`src/rtl/eic_pkg.sv`:
```
// Package: shared constants and register word addresses of the
// external interrupt controller. Assumes a 32-bit data bus.
package eic_pkg;
    localparam int DATA_W = 32;
    localparam int ADDR_W = 4;

    typedef enum logic [ADDR_W-1:0] {
        A_TRIG_TYPE  = 4'd0,
        A_EDGE_POL   = 4'd1,
        A_LEVEL_POL  = 4'd2,
        A_MASK_SET   = 4'd3,
        A_MASK_CLR   = 4'd4,
        A_MASK       = 4'd5,
        A_STATUS     = 4'd6,
        A_STATUS_CLR = 4'd7
    } eic_addr_e;
endpackage

```
`src/rtl/eic_sync.sv`:
```
// Module: two-flop synchroniser per pin plus a one-cycle history flop.
// Assumes pins are asynchronous levels; resets all flops to 0.
module eic_sync #(
    parameter int W = 8
) (
    input  logic         clk,
    input  logic         rst_n,
    input  logic [W-1:0] pin_i,
    output logic [W-1:0] now_o,
    output logic [W-1:0] prev_o
);
    logic [W-1:0] meta_q;
    logic [W-1:0] sync_q;
    logic [W-1:0] hist_q;

    // Synchronise pins and keep the previous synchronised value.
    always_ff @(posedge clk) begin
        if (!rst_n) begin
            meta_q <= '0;
            sync_q <= '0;
            hist_q <= '0;
        end else begin
            meta_q <= pin_i;
            sync_q <= meta_q;
            hist_q <= sync_q;
        end
    end

    assign now_o  = sync_q;
    assign prev_o = hist_q;
endmodule

```
`src/rtl/eic_trigger.sv`:
```
// Module: per-line trigger decision from synchronised samples.
// Assumes now/prev are synchronous; output is a one-cycle event vector.
module eic_trigger #(
    parameter int W = 8
) (
    input  logic [W-1:0] now_i,
    input  logic [W-1:0] prev_i,
    input  logic [W-1:0] lvl_mode_i,
    input  logic [W-1:0] edge_pol_i,
    input  logic [W-1:0] level_pol_i,
    output logic [W-1:0] evt_o
);
    for (genvar g = 0; g < W; g++) begin : g_line
        logic rise, fall, active;
        // Classify the sample pair of one line.
        always_comb begin
            rise   = now_i[g] & ~prev_i[g];
            fall   = ~now_i[g] & prev_i[g];
            active = (now_i[g] == level_pol_i[g]);
            if (lvl_mode_i[g]) evt_o[g] = active;
            else               evt_o[g] = edge_pol_i[g] ? rise : fall;
        end
    end
endmodule

```
`src/rtl/eic_prio.sv`:
```
// Module: highest-set-bit encoder over the pending vector.
// Assumes index 0 is reported when nothing is pending.
module eic_prio #(
    parameter int W     = 8,
    parameter int IDX_W = 3
) (
    input  logic [W-1:0]     pend_i,
    output logic             any_o,
    output logic [IDX_W-1:0] idx_o
);
    // Scan upward so the highest set bit is the last one kept.
    always_comb begin
        idx_o = '0;
        for (int i = 0; i < W; i++) begin
            if (pend_i[i]) idx_o = IDX_W'(i);
        end
        any_o = |pend_i;
    end
endmodule

```
`src/rtl/ext_irq_ctrl.sv`:
```
// Module: external interrupt controller top. Holds the config, mask
// and status registers, serves the register bus, and drives the request.
// Assumes one bus write per cycle and NUM_LINES between 1 and 32.
module ext_irq_ctrl
    import eic_pkg::*;
#(
    parameter  int NUM_LINES = 8,
    localparam int IDX_W     = (NUM_LINES > 1) ? $clog2(NUM_LINES) : 1
) (
    input  logic                 clk,
    input  logic                 rst_n,
    input  logic [NUM_LINES-1:0] ext_pin_i,
    input  logic [ADDR_W-1:0]    bus_addr_i,
    input  logic                 bus_we_i,
    input  logic [DATA_W-1:0]    bus_wdata_i,
    output logic [DATA_W-1:0]    bus_rdata_o,
    output logic                 irq_o,
    output logic [IDX_W-1:0]     irq_idx_o
);
    logic [NUM_LINES-1:0] lvl_mode_q, edge_pol_q, level_pol_q;
    logic [NUM_LINES-1:0] mask_q, status_q;
    logic [NUM_LINES-1:0] pin_now, pin_prev, trig_evt, wbits;

    assign wbits = bus_wdata_i[NUM_LINES-1:0];

    eic_sync #(.W(NUM_LINES)) u_sync (
        .clk    (clk),
        .rst_n  (rst_n),
        .pin_i  (ext_pin_i),
        .now_o  (pin_now),
        .prev_o (pin_prev)
    );

    eic_trigger #(.W(NUM_LINES)) u_trig (
        .now_i       (pin_now),
        .prev_i      (pin_prev),
        .lvl_mode_i  (lvl_mode_q),
        .edge_pol_i  (edge_pol_q),
        .level_pol_i (level_pol_q),
        .evt_o       (trig_evt)
    );

    // Configuration and mask registers, written from the bus.
    always_ff @(posedge clk) begin
        if (!rst_n) begin
            lvl_mode_q  <= '0;
            edge_pol_q  <= '0;
            level_pol_q <= '0;
            mask_q      <= '0;
        end else if (bus_we_i) begin
            case (bus_addr_i)
                A_TRIG_TYPE: lvl_mode_q  <= wbits;
                A_EDGE_POL:  edge_pol_q  <= wbits;
                A_LEVEL_POL: level_pol_q <= wbits;
                A_MASK_SET:  mask_q      <= mask_q | wbits;
                A_MASK_CLR:  mask_q      <= mask_q & ~wbits;
                default: ;
            endcase
        end
    end

    // Status register: clear by writing ones, triggers take precedence.
    always_ff @(posedge clk) begin
        if (!rst_n) begin
            status_q <= '0;
        end else if (bus_we_i && bus_addr_i == A_STATUS_CLR) begin
            status_q <= (status_q & ~wbits) | trig_evt;
        end else begin
            status_q <= status_q | trig_evt;
        end
    end

    // Combinational read mux, zero-extended above NUM_LINES.
    always_comb begin
        bus_rdata_o = '0;
        case (bus_addr_i)
            A_TRIG_TYPE: bus_rdata_o[NUM_LINES-1:0] = lvl_mode_q;
            A_EDGE_POL:  bus_rdata_o[NUM_LINES-1:0] = edge_pol_q;
            A_LEVEL_POL: bus_rdata_o[NUM_LINES-1:0] = level_pol_q;
            A_MASK:      bus_rdata_o[NUM_LINES-1:0] = mask_q;
            A_STATUS:    bus_rdata_o[NUM_LINES-1:0] = status_q;
            default:     bus_rdata_o = '0;
        endcase
    end

    eic_prio #(.W(NUM_LINES), .IDX_W(IDX_W)) u_prio (
        .pend_i (status_q & mask_q),
        .any_o  (irq_o),
        .idx_o  (irq_idx_o)
    );
endmodule

```
`config.mk`:
```
export PLATFORM = sky130hd
export DESIGN_NAME = ext_irq_ctrl
export DESIGN_NICKNAME = d
export VERILOG_FILES = /design/src/rtl/eic_pkg.sv /design/src/rtl/eic_sync.sv /design/src/rtl/eic_trigger.sv /design/src/rtl/eic_prio.sv /design/src/rtl/ext_irq_ctrl.sv
export SDC_FILE = /design/constraint.sdc
export NUM_CORES = 1
export LEC_CHECK = 0
export BUFFER_PORTS_ARGS = -buffer_cell sky130_fd_sc_hd__buf_2
export CORE_MARGIN = 2
export CORE_UTILIZATION = 53
export CTS_CLUSTER_SIZE = 16
export DETAILED_ROUTE_END_ITERATION = 7
export GPL_TIMING_DRIVEN = 0
export PLACE_DENSITY = 0.89
export SLEW_MARGIN = 20
export SYNTH_ARGS = -nofsm -noshare
export SYNTH_HDL_FRONTEND = slang
export SYNTH_SLANG_ARGS = --single-unit
```
`constraint.sdc`:
```
create_clock -name clk -period 1.45 [get_ports clk]
set_input_delay 0.0725 -clock clk [delete_from_list [all_inputs] [get_ports clk]]
set_output_delay 0.0725 -clock clk [all_outputs]
set_load 0.03 [all_outputs]
```
# [Word-level counts from Yosys, hierarchy flattened]
# Cells that the tools add are included.
[totals] register_bits=64
[op_classes] bitwise_logic=39 reduce_logical=8 muxes=26 n_eq_ne=15
[ops] operator="one-hot mux 8 bit (5 select lines)" count=1
[ops] operator="bitwise AND 8 bit" count=3
[ops] operator="bitwise OR 8 bit" count=3
[ops] operator="two-way mux 1 bit" count=17
[ops] operator="bitwise AND 1 bit" count=16
[ops] operator="== test 4 x 3 -> 1 bit (second input constant)" count=4
[ops] operator="NOT 1 bit" count=16
[ops] operator="one-hot mux 8 bit (2 select lines)" count=1
[ops] operator="two-way mux 3 bit" count=4
[ops] operator="== test 1 bit" count=8
[ops] operator="== test 4 x 2 -> 1 bit (second input constant)" count=2
[ops] operator="two-way mux 8 bit" count=1
[ops] operator="NOT 8 bit" count=1
[ops] operator="AND reduction 2 bit" count=4
[ops] operator="OR reduction 8 bit" count=1
[ops] operator="== test 4 x 1 -> 1 bit (second input constant)" count=1
[ops] operator="logical NOT 4 bit" count=1
[ops] operator="two-way mux 2 bit" count=2
[ops] operator="nonzero test 2 bit" count=1
[ops] operator="logical AND 1 bit" count=1

# [Depth between registers and ports, before layout]
[depth] word_depth=8 depth_mapped=5

# [Modules after synthesis]
# From an unflattened synthesis, not the netlist that was laid out.
[hier_totals] hier_cells=378 area_unflattened_um2=3517.1
[by_module_without_submodules] mod="ext_irq_ctrl" instances=1 seq_area_each_um2=800.8 cells_each=276 area_each_um2=2444.8
[by_module_without_submodules] mod="eic_sync" instances=1 seq_area_each_um2=480.5 cells_each=50 area_each_um2=675.6
[by_module_without_submodules] mod="eic_trigger" instances=1 seq_area_each_um2=0.0 cells_each=40 area_each_um2=330.3
[by_module_without_submodules] mod="eic_prio" instances=1 seq_area_each_um2=0.0 cells_each=12 area_each_um2=66.3

# [Least setup slack after synthesis]
# No wires, ideal clock.
[synth_timing] path_kind="input to output" from="input port bus_addr_i[1]" to="output port bus_rdata_o[5]" t_arrival_ns=1.660 slack_ns=-0.282 path_buffers=2 required_time_ns=1.378 path_stages=5 path_cell_list="buf_2 nor2b_1 buf_2 a22oi_1 a221oi_1"
[synth_via] elab_chain_len=2 elab_cells_between_ends=6 cone_classes="eq/ne: 4; mux: 1; reduce/logical: 1"
[synth_lines] element="from (decl)" line="ext_irq_ctrl.sv:13" text="input logic [ADDR_W-1:0] bus_addr_i,"
[synth_lines] element="== test 4 x 3 -> 1 bit (tied with other cells)" line="ext_irq_ctrl.sv:76" text="case (bus_addr_i)"
[synth_lines] element="one-hot mux 8 bit (5 select lines) *" line="ext_irq_ctrl.sv:76"
[synth_lines] element="to (decl)" line="ext_irq_ctrl.sv:16" text="output logic [DATA_W-1:0] bus_rdata_o,"
# Every way passes the cells marked *; elsewhere a longest branch is shown, timed or not.

# [Worst setup path after layout]
[layout_timing] from="register level_pol_q[5]" to="output port bus_rdata_o[5]"
[layout_via] elab_chain_len=1
[layout_lines] element="from (decl)" line="ext_irq_ctrl.sv:20" text="logic [NUM_LINES-1:0] lvl_mode_q, edge_pol_q, level_pol_q;"
[layout_lines] element="from (signal assigned)" line="ext_irq_ctrl.sv:54" text="A_LEVEL_POL: level_pol_q <= wbits;"
[layout_lines] element="one-hot mux 8 bit (5 select lines)" line="ext_irq_ctrl.sv:76"
# Every way passes these cells.

==> impl_results.md <==
- Die X: 81.7 um
- Core ar.: 5890 um2
- Share of cells above drive strength 1: 29.3%
- DIE AREA: 6670 um2
- Row cnt: 28
- Fin crit share: 106%
- Status: finished, violations left
- Drt first pass iters: 5
- Main combinational cell family by area after synthesis: compound AO/OA/AOI/OAI gates
- DP Worst Slack: -0.356 ns
- Clock skew: 0.00594 ns
- Worst Path Max Fanout: 2
- Synth Area in Adders: 0%
- Max_slew headroom: 59.5%
- Mux cell area share after synthesis: 2.50%
- EDFF count, synth: 0
- TritonCTS buffer count: 9
- Nets: 479
- YS warnings: 0
- R2r setup slk: 0.32 ns
- Number of global-route vias before repair: 2715
- Clock latency at the later pin of the worst-skew pair: 0.36 ns
- Worst hold path stage count: 3
- Die Y: 81.7 um
- Cell type with the highest aggregate area in the netlist: dfxtp_1
- Starting Density: 54.4%
- Cell variety after synth: 38
- Fin. max-slew vios: 0
- Post-Synth Simple-Gate Area: 21.4%
- Avg Inst Size Synth: 9.04 um2
- First-pass GRT wire length: 13500 um
- Clock-pin slew on the worst setup and hold paths: 0.08 ns
- Gr ovfl total: 0
- Worst hold path endpoint: level_pol_q[5]$_SDFFE_PN0P_
- WL/cell: 17.4 um
- Multi-input logic area: 1820 um2
- All-Layer GR Usage: 26.9%
- RSZ-0062 raised after global routing: yes
- Drt drc: 0
- Worst EP arrival: 1.47 ns
- Antenna-violating nets left: 0
- CTS tree: built
- Lkg Pwr: 1.53 nW
- Class of the worst hold path: primary input to flop
- Avg Vias per Cell: 5.99
- Crit path launch type: flop
- Critical Path RT: 1.38 ns
- # IOs: 83
- Routed wire length: 8900 um
- Root Driver: clkbuf_8
- Total number of vias: 3065
- Ant. Diodes: 0
- # port buffers: 33
- Seq. cell area: 1290 um2
- Crit-path cells: mux2i_1 > or2_4 > a221oi_2 > buf_4
- Top_reg_cell synth: dfxtp_1
- Max Freq: 648 MHz
- Worst VDD drop: 0.784 mV
- Seq/Total Area, Yosys: 40.0%
- R2R Path End: status_q[1]$_SDFF_PN0_
- Top cell type's share of synthesized area: 40.0%
- Start of the worst register-to-register path: edge_pol_q[1]$_SDFFE_PN0P_
- Post-synthesis compound-gate area fraction: 24.6%
- Detailed placement HPWL: 5890 um
- Initial DRC Count: 382
- Setup CP Type: flop to primary output
- Worst setup margin: -0.0931 ns
- CP startpoint: level_pol_q[5]$_SDFFE_PN0P_
- Cell Pwr Density: 1010 nW/um2
- Actual slew at the worst max-slew pin: 0.605 ns
- CP peak stage delay: 0.34 ns
- H-tree lvl count: 3
- Cells after DPL: 485
- Final Hold Vio Count: 0
- Async SR Flop Fraction: 0%
- Placer Congestion: 0.949
- Critical path's slowest cell: dfxtp_2
- Cells after Synth: 354
- Synthesis-to-layout area growth: 25.8%
- Synthesized flop and latch total: 64
- Final Non-Filler Cells: 512
- Min cycle time layout: 1.54 ns
- Max-cap violation count: 0
- Post-Synth XOR/XNOR Area: 2.19%
- CTS Sinks: 64
- Final setup viols: 1
- Synth top cells by count: 64 x dfxtp_1, 34 x o21ai_0, 29 x a21boi_0
- Synth top area cells: dfxtp_1 40%, a21boi_0 6.8%, buf_4 5.6%
- HP Start: bus_wdata_i[5]
- Cell area after synthesis: 3200 um2
- Fillers: 470
- CTS Buffer Depth: 2
- Initial antenna violation count: 0
- Crit end category: primary output
- Failing checks: setup timing
- Cells on worst reg2reg path: 3
- Cell with the most instances after synthesis: dfxtp_1
- Largest net degree at the start of global routing: 13
cell families (layout without fill, tap and decap cells):
| group | Yosys count | in the layout |
|---|---|---|
| AOI/OAI and AO/OA | 113 | 113 |
| xor gates and xnor gates | 8 | 8 |
| buffers and inverters | 51 | 111 |
| DFF | 64 | 64 |
| muxes | 8 | 8 |
| other | 1 | 24 |
| and+or+nand+nor | 109 | 109 |
metal layers:
metal / part of all wire, % / track usage, % / vias to the layer above
met5: 0 / 0 / -
met4: 3.1 / 9.50 / 0
met1: 40 / 33.6 / 1417
met3: 10 / 9.67 / 42
li1: - / - / 1418
met2: 47 / 42.9 / 188
power breakdown:
part,total [mW],switching [mW],internal [mW]
Combinational,0.511,0.311,0.199
Sequential,1.85,0.0432,1.81
Clock,1.72,0.749,0.969
Total,4.08,1.10,2.98
area by class of cell:
cell class / count / area share [%]
buffer: 48 / 7.40
clock buffer: 9 / 3.08
clock inverter: 7 / 2.36
inverter: 1 / 0.0933
multi-input combinational: 262 / 45.1
sequential: 64 / 32.1
tap: 75 / 2.33
timing repair buffer: 46 / 7.49
timing repair:
action                                  CTS  global route
hold buffers                              8             0
pin swaps                                 1             2
hold endpoints to repair                  8             0
gates resized for setup                  10            33
setup buffers                             2             3
endpoints found under the setup margin    9            10
worst max-delay path by stage:
stage                endpoint  slack, ns  cells past startpoint
2_1_floorplan  bus_rdata_o[5]      -0.02                      5
3_3_place_gp   bus_rdata_o[5]      -0.30                      7
3_5_place_dp   bus_rdata_o[1]      -0.36                      6
4_1_cts        bus_rdata_o[5]      -0.10                      4
5_1_grt        bus_rdata_o[5]      -0.12                      4
6_report       bus_rdata_o[5]      -0.09                      4
worst max-delay path: cells and delay by family, from the launching register on:
| family | cells | cell delay (ns) |
|---|---|---|
| buffers and inverters | 1 | 0.21 |
| AOI/OAI and AO/OA | 1 | 0.27 |
| DFF | 1 | 0.34 |
| and+or+nand+nor | 1 | 0.23 |
| muxes | 1 | 0.07 |
stage by stage:
stage / total power, mW / instance area (um2) / TNS (ns) / hold WS, ns / utilization (%)
6_report: 4.08 / 4030 / -0.0931 / 0.0146 / 68.4
5_1_grt: 4.22 / 4030 / -0.400 / 0.0268 / 68.4
4_1_cts: 4.05 / 3930 / -0.527 / 0.0104 / 66.8
3_5_place_dp: 2.34 / 3590 / -2.97 / 0.281 / 61.1
3_3_place_gp: 2.33 / 3590 / -2.28 / 0.278 / 61.1
2_1_floorplan: 2.22 / 3340 / -0.0152 / 0.200 / -
layout by cell type, fill, tap and decap left out, types with 4 or more instances in the layout:
cell type and count:
a21oi_1 9, nor4b_1 8, o21ai_0 33, o221ai_2 7
clkbuf_2 4, a21boi_0 29, nand2_1 20, a32oi_1 8
xnor2_1 8, a211oi_1 8, buf_4 33, dfxtp_2 9
dfxtp_1 55, and2_1 24, nand3b_1 9, clkbuf_1 9
o221a_2 6, nor4bb_1 9, dlygate4sd3_1 8, clkbuf_8 9
buf_2 33, nand3_1 24, mux2i_1 5, conb_1 24
No activity file was read; power rests on OpenSTA's default activity.
